===== src/rtl/pds_pkg.sv =====
package pds_pkg;
  typedef enum logic [2:0] {
    ST_HDR1,
    ST_FV_MARK,
    ST_HDR2,
    ST_LV_MARK,
    ST_PKT,
    ST_END_CODE,
    ST_POST_LINE
  } pds_state_e;
endpackage


===== src/rtl/pds_shift.sv =====
module pds_shift #(
  parameter int SR_W = 16
) (
  input  logic            clk_i,
  input  logic            rst_ni,
  input  logic            sdata_i,
  output logic [SR_W-1:0] win_o
);
  logic [SR_W-2:0] sr_q;

  // window includes the bit being sampled this edge
  assign win_o = {sr_q, sdata_i};

  always_ff @(negedge clk_i or negedge rst_ni) begin
    if (!rst_ni) sr_q <= '0;
    else         sr_q <= win_o[SR_W-2:0];
  end
endmodule


===== src/rtl/pds_ctrl.sv =====
module pds_ctrl
  import pds_pkg::*;
#(
  parameter int              HDR_W   = 16,
  parameter logic [HDR_W-1:0] HDR_VAL = 16'h1023,
  parameter int              PKT_W   = 12,
  parameter int              CNT_W   = 4
) (
  input  logic             clk_i,
  input  logic             rst_ni,
  input  logic [HDR_W-1:0] win_i,
  output logic             take_o,
  output logic             pkt_vld_o,
  output logic             line_end_o,
  output logic             frame_end_o,
  output logic             frm_err_o
);
  localparam logic [CNT_W-1:0] LAST = CNT_W'(PKT_W - 1);

  pds_state_e       state_q, state_d;
  logic [CNT_W-1:0] cnt_q, cnt_d;
  logic             le_d, fe_d, err_d;
  logic             din, hdr_hit;

  assign din     = win_i[0];
  assign hdr_hit = (win_i == HDR_VAL);

  always_comb begin
    state_d = state_q;
    cnt_d   = cnt_q;
    take_o  = 1'b0;
    le_d    = 1'b0;
    fe_d    = 1'b0;
    err_d   = 1'b0;
    unique case (state_q)
      ST_HDR1: if (hdr_hit) state_d = ST_FV_MARK;
      ST_FV_MARK: begin
        if (!din) state_d = ST_HDR2;
        else begin err_d = 1'b1; state_d = ST_HDR1; end
      end
      ST_HDR2: if (hdr_hit) state_d = ST_LV_MARK;
      ST_LV_MARK: begin
        cnt_d = '0;
        if (din) state_d = ST_PKT;
        else begin err_d = 1'b1; state_d = ST_HDR1; end
      end
      ST_PKT: begin
        if (cnt_q == '0 && !din) begin
          err_d = 1'b1; state_d = ST_HDR1;
        end else if (cnt_q == LAST) begin
          cnt_d = '0;  // wraps on the stop bit, no dead cycle
          if (din) begin
            take_o  = 1'b1;
            state_d = win_i[2] ? ST_PKT : ST_END_CODE;
          end else begin
            err_d = 1'b1; state_d = ST_HDR1;
          end
        end else begin
          cnt_d = cnt_q + 1'b1;
        end
      end
      ST_END_CODE: begin
        if (cnt_q == '0) cnt_d = CNT_W'(1);
        else begin
          cnt_d = '0;
          unique case (win_i[1:0])
            2'b10:   begin le_d  = 1'b1; state_d = ST_POST_LINE; end
            2'b11:   begin fe_d  = 1'b1; state_d = ST_HDR1; end
            default: begin err_d = 1'b1; state_d = ST_HDR1; end
          endcase
        end
      end
      ST_POST_LINE: begin
        if (cnt_q == '0) cnt_d = CNT_W'(1);
        else begin
          cnt_d = '0;
          if (win_i[1:0] == 2'b11) begin fe_d = 1'b1; state_d = ST_HDR1; end
          else state_d = ST_HDR2;  // bits already in window feed the header search
        end
      end
      default: state_d = ST_HDR1;
    endcase
  end

  always_ff @(negedge clk_i or negedge rst_ni) begin
    if (!rst_ni) begin
      state_q     <= ST_HDR1;
      cnt_q       <= '0;
      pkt_vld_o   <= 1'b0;
      line_end_o  <= 1'b0;
      frame_end_o <= 1'b0;
      frm_err_o   <= 1'b0;
    end else begin
      state_q     <= state_d;
      cnt_q       <= cnt_d;
      pkt_vld_o   <= take_o;
      line_end_o  <= le_d;
      frame_end_o <= fe_d;
      frm_err_o   <= err_d;
    end
  end

  assert_pulse_excl_R5: assert property (@(negedge clk_i) disable iff (!rst_ni)
    $onehot0({pkt_vld_o, line_end_o, frame_end_o, frm_err_o}));
  assert_no_double_strobe_R5: assert property (@(negedge clk_i) disable iff (!rst_ni)
    pkt_vld_o |=> !pkt_vld_o);
  assert_cnt_range_R4: assert property (@(negedge clk_i) disable iff (!rst_ni)
    (state_q == ST_PKT) |-> (cnt_q <= LAST));
  assert_err_resync_R8: assert property (@(negedge clk_i) disable iff (!rst_ni)
    frm_err_o |-> (state_q == ST_HDR1));
  assert_line_end_next_R6: assert property (@(negedge clk_i) disable iff (!rst_ni)
    line_end_o |-> (state_q == ST_POST_LINE));
  assert_frame_end_next_R7: assert property (@(negedge clk_i) disable iff (!rst_ni)
    frame_end_o |-> (state_q == ST_HDR1));
endmodule


===== src/rtl/pds_fields.sv =====
module pds_fields #(
  parameter int PIX_W = 8,
  parameter int PKT_W = PIX_W + 4
) (
  input  logic             clk_i,
  input  logic             rst_ni,
  input  logic             take_i,
  input  logic [PKT_W-2:1] pkt_i,
  output logic [PIX_W-1:0] pix_o,
  output logic             line_vld_o,
  output logic             frame_vld_o
);
  always_ff @(negedge clk_i or negedge rst_ni) begin
    if (!rst_ni) begin
      pix_o       <= '0;
      line_vld_o  <= 1'b0;
      frame_vld_o <= 1'b0;
    end else if (take_i) begin
      pix_o       <= pkt_i[PKT_W-2 -: PIX_W];
      line_vld_o  <= pkt_i[2];
      frame_vld_o <= pkt_i[1];
    end
  end
endmodule


===== src/rtl/pix_pkt_deser.sv =====
module pix_pkt_deser #(
  parameter int              HDR_W   = 16,
  parameter logic [HDR_W-1:0] HDR_VAL = 16'h1023,
  parameter int              PIX_W   = 8
) (
  input  logic             clk_i,
  input  logic             rst_ni,
  input  logic             sdata_i,
  output logic [PIX_W-1:0] pix_o,
  output logic             line_vld_o,
  output logic             frame_vld_o,
  output logic             pkt_vld_o,
  output logic             line_end_o,
  output logic             frame_end_o,
  output logic             frm_err_o
);
  localparam int PKT_W = PIX_W + 4;
  localparam int SR_W  = (HDR_W > PKT_W) ? HDR_W : PKT_W;
  localparam int CNT_W = $clog2(PKT_W);

  logic [SR_W-1:0] win;
  logic            take;

  pds_shift #(.SR_W(SR_W)) shift_i (
    .clk_i(clk_i), .rst_ni(rst_ni), .sdata_i(sdata_i), .win_o(win)
  );

  pds_ctrl #(
    .HDR_W(HDR_W), .HDR_VAL(HDR_VAL), .PKT_W(PKT_W), .CNT_W(CNT_W)
  ) ctrl_i (
    .clk_i(clk_i), .rst_ni(rst_ni), .win_i(win[HDR_W-1:0]), .take_o(take),
    .pkt_vld_o(pkt_vld_o), .line_end_o(line_end_o),
    .frame_end_o(frame_end_o), .frm_err_o(frm_err_o)
  );

  pds_fields #(.PIX_W(PIX_W), .PKT_W(PKT_W)) fields_i (
    .clk_i(clk_i), .rst_ni(rst_ni), .take_i(take), .pkt_i(win[PKT_W-2:1]),
    .pix_o(pix_o), .line_vld_o(line_vld_o), .frame_vld_o(frame_vld_o)
  );

  assert_fields_hold_R4: assert property (@(negedge clk_i) disable iff (!rst_ni)
    !pkt_vld_o |-> $stable(pix_o) && $stable(line_vld_o) && $stable(frame_vld_o));
  assert_reset_quiet_R1: assert property (@(negedge clk_i)
    !rst_ni |-> !pkt_vld_o && !frm_err_o && pix_o == '0);
endmodule


===== config.mk =====
export PLATFORM = sky130hd
export DESIGN_NAME = pix_pkt_deser
export DESIGN_NICKNAME = d
export VERILOG_FILES = /design/src/rtl/pds_pkg.sv /design/src/rtl/pds_shift.sv /design/src/rtl/pds_ctrl.sv /design/src/rtl/pds_fields.sv /design/src/rtl/pix_pkt_deser.sv
export SDC_FILE = /design/constraint.sdc
export NUM_CORES = 1
export LEC_CHECK = 0
export BUFFER_PORTS_ARGS = -buffer_cell sky130_fd_sc_hd__buf_2
export CAP_MARGIN = 15
export CORE_UTILIZATION = 40
export CTS_CLUSTER_DIAMETER = 100
export DETAILED_ROUTE_END_ITERATION = 16
export PLACE_DENSITY = 0.62
export SETUP_SLACK_MARGIN = 0.2
export SLEW_MARGIN = 20
export SYNTH_ARGS = -nofsm -noshare
export SYNTH_HDL_FRONTEND = slang
export SYNTH_HIERARCHICAL = 1
export SYNTH_SLANG_ARGS = --single-unit

===== constraint.sdc =====
create_clock -name clk_i -period 2.6 [get_ports clk_i]
set_clock_uncertainty 0.1 [all_clocks]
set_input_delay 0.13 -clock clk_i [delete_from_list [all_inputs] [get_ports clk_i]]
set_output_delay 0.13 -clock clk_i [all_outputs]
set_load 0.05 [all_outputs]

==> impl_metrics.json <==
{
  "hold_slack_ns": 0.219,
  "path_buf_inv": 1,
  "n_antenna_cell": 0,
  "synth_top_family_by_area": "simple AND/OR/NAND/NOR gates",
  "synth_edf_count": 0,
  "ios": 17,
  "drive_above_1_share_pct": 31.3,
  "whs_path_depth": 0,
  "fill_cells": 335,
  "dr.pass1.iters": 4,
  "regToRegStartpoint": "ctrl_i/state_q[0]$_DFFE_NN0P_",
  "cpLargestDelayFamily": "flip-flops",
  "rsz0062_at_grt": "yes",
  "wl_met1_mm": 1.51,
  "reg2reg_depth": 5,
  "syn_area_mm2": 0.00158,
  "post_dp_cell_area_mm2": 0.00177,
  "via_per_inst": 5.25,
  "cellLeakagePower_nw": 0.907,
  "via_count": 1124,
  "coreArea_mm2": 0.00372,
  "cpPeakStageDelay_ns": 0.45,
  "dpl.cell_count": 199,
  "routed.top_layer": "met4",
  "muxShareOfSynthArea_pct": 10.8,
  "hold_start": "shift_i/sr_q[11]$_DFF_NN0_",
  "drt-total-wl_mm": 3.32,
  "track_usage_pct": 18.3,
  "grt.overflow.total": 0,
  "synth-main-ff-cell": "dfrtn_1",
  "ys.warnings.count": 6,
  "reg2reg_slack_ns": 0.63,
  "slew_headroom_pct": 68.4,
  "synth_area_leaders": "dfrtn_1, mux2_4, nand2_1",
  "cts_max_path_buffers": 2,
  "path_clk_slew_ns": 0.05,
  "drt_iter0_markers": 41,
  "synth_top_area_cell": "dfrtn_1",
  "end_kind": "primary output",
  "status": "complete, no violations",
  "cts.sinks": 36,
  "start_util_pct": 42.6,
  "power_density_mw_per_mm2": 787,
  "portBuffers": 16,
  "hold_end": "shift_i/sr_q[12]$_DFF_NN0_",
  "maxSlewViolCount": 0,
  "synth_nets": 141,
  "hold_buffers": 0,
  "dp_hpwl_mm": 2.24,
  "setup_viol": 0,
  "design.die.area_mm2": 0.00421,
  "tightest_slew_ns": 0.474,
  "path_cells": "buf_6",
  "synthAdderAreaFrac_pct": 1.58,
  "avgRoutedWirePerCell_um": 15.5,
  "start_kind": "register",
  "cts-htree-levels": 2,
  "cts_root_buf": "clkbuf_8",
  "insertion_delay_ns": 0.29,
  "dr_wl_met2_mm": 1.62,
  "place_ws_ns": -0.00118,
  "crit_type": "register to primary output",
  "yosysUniqueCellTypes": 38,
  "cp_max_fo": 2,
  "syn_to_final_growth_pct": 26.7,
  "postLayoutSetupSlackWorst_ns": 0.158,
  "peakVddDrop_mv": 0.415,
  "grt_pass1_vias": 1131,
  "p_comb_share_pct": 28.6,
  "synthCells": 136,
  "synthArstFlopShare_pct": 100,
  "fin_cells": 214,
  "syn_area_per_cell_um2": 11.6,
  "ant_nets": 0,
  "grt_max_degree": 21,
  "synth_common_cells": "dfrtn_1, nand2_1, mux2_4",
  "antenna_found_initial": 0,
  "cts_tree": "built",
  "die_w_um": 64.9,
  "intPower_w": 0.00102,
  "design_area_mm2": 0.00200,
  "postSynthRegisterBits": 36,
  "cts_buffers": 5,
  "clockPowerShare_pct": 26.2,
  "synthMostInstantiatedCell": "dfrtn_1",
  "p_seq_share_pct": 45.2,
  "gp_congestion": 0.869,
  "yosysTopAreaCellShare_pct": 57.0,
  "sw_frac_of_total_pct": 35.3,
  "maxCapViolCount": 0,
  "switching_power_w": 0.000557,
  "drc_errors": 0,
  "nets": 170,
  "r2r-end": "fields_i/pix_o[1]$_DFFE_NN0P_",
  "yosysSeqAreaShare_pct": 57.0,
  "synth_compound_gate_area_share_pct": 9.73,
  "arrival_ns": 2.21,
  "grt_first_pass_wirelength_mm": 5.55,
  "dr_wl_met3_um": 123,
  "crit_required_ns": 2.37,
  "hp-class": "register to register",
  "synthSimpleGateAreaFrac_pct": 15.7,
  "die_h_um": 64.9,
  "row_count": 22,
  "hold_violations": 0,
  "slowest_stage": "dfrtn_1",
  "synth_xor_area_share_pct": 1.11
}
==> power groups by stage <==
stage | registers [W] | clock network [W] | logic, W
after floorplan | 0.000698 | 0 | 0.000336
after global placement | 0.000716 | 0 | 0.000425
after detailed placement | 0.000717 | 0 | 0.000439
after CTS | 0.000711 | 0.000428 | 0.000450
after global routing | 0.000721 | 0.000453 | 0.000514
final | 0.000713 | 0.000413 | 0.000450
==> flip-flops by register name, indices dropped and copies added, names as in the netlist <==
register,count
shift_i/sr_q,15
fields_i/pix_o,8
ctrl_i/cnt_q,4
ctrl_i/state_q,3
ctrl_i/frame_end_o,1
ctrl_i/frm_err_o,1
ctrl_i/line_end_o,1
ctrl_i/pkt_vld_o,1
fields_i/frame_vld_o,1
fields_i/line_vld_o,1
==> layer usage <==
| metal | vias to the layer above | global-route usage [%] |
|---|---|---|
| li1 | 538 | - |
| met1 | 554 | 24.5 |
| met2 | 27 | 26.6 |
| met3 | 5 | 5.28 |
| met4 | 0 | 9.72 |
| met5 | - | 0 |
==> per-stage QoR <==
step / utilization [%] / setup TNS [ns] / power (W)
3_5_place_dp: 47.6 / -0.00131 / 0.00116
4_1_cts: 53.1 / 0 / 0.00159
3_3_place_gp: 47.6 / -0.0193 / 0.00114
6_report: 53.9 / 0 / 0.00158
2_1_floorplan: - / -0.103 / 0.00103
5_1_grt: 53.9 / 0 / 0.00169
==> worst max-delay path by stage <==
stage                                   from                          endpoint  slack, ns  cells after the start
2_1_floorplan                        sdata_i  fields_i/frame_vld_o$_DFFE_NN0P_      -0.01                      6
3_3_place_gp                         sdata_i     ctrl_i/state_q[2]$_DFFE_NN0P_      -0.02                      5
3_5_place_dp                         sdata_i     fields_i/pix_o[4]$_DFFE_NN0P_     -0.001                      5
4_1_cts           ctrl_i/pkt_vld_o$_DFF_NN0_                         pkt_vld_o       0.16                      1
5_1_grt        fields_i/pix_o[0]$_DFFE_NN0P_                          pix_o[0]       0.12                      1
6_report       fields_i/pix_o[4]$_DFFE_NN0P_                          pix_o[4]       0.16                      1
==> cell usage in the layout, fill, tap and decap left out, types with 3 or more instances in the layout <==
master,instances
nand3_1,5
nor2b_1,3
nor4b_1,3
nor2_1,8
buf_6,14
o21ai_0,5
nand2b_1,4
dfrtn_1,36
nand2_1,13
inv_1,6
a21oi_1,3
buf_4,12
mux2_4,10
clkbuf_8,6
==> cell families (layout without fill, tap and decap cells) <==
logic type | Yosys count | count (layout)
simple gates | 48 | 48
xor+xnor | 2 | 2
compound gates | 22 | 22
flops | 36 | 36
buf+inv | 14 | 44
mux | 12 | 12
fa+ha+maj | 2 | 2
==> final cells by class <==
| class | count | area [um2] | share of cell area [%] |
|---|---|---|---|
| Clock buffer | 7 | 86.3 | 4.31 |
| Clock inverter | 1 | 7.51 | 0.375 |
| Multi-Input combinational cell | 86 | 628 | 31.4 |
| Sequential cell | 36 | 901 | 45.0 |
| Tap cell | 48 | 60.1 | 3.00 |
| Inverter | 6 | 22.5 | 1.12 |
| Timing Repair Buffer | 30 | 298 | 14.9 |
==> what timing repair did <==
| action | 4_1_cts | 5_1_grt |
|---|---|---|
| cloned | 0 | 0 |
| setup buffers | 3 | 4 |
| gates resized for setup | 28 | 0 |
| endpoints found under the setup margin | 14 | 14 |
Note: power is estimated with default switching activity, not from simulation.
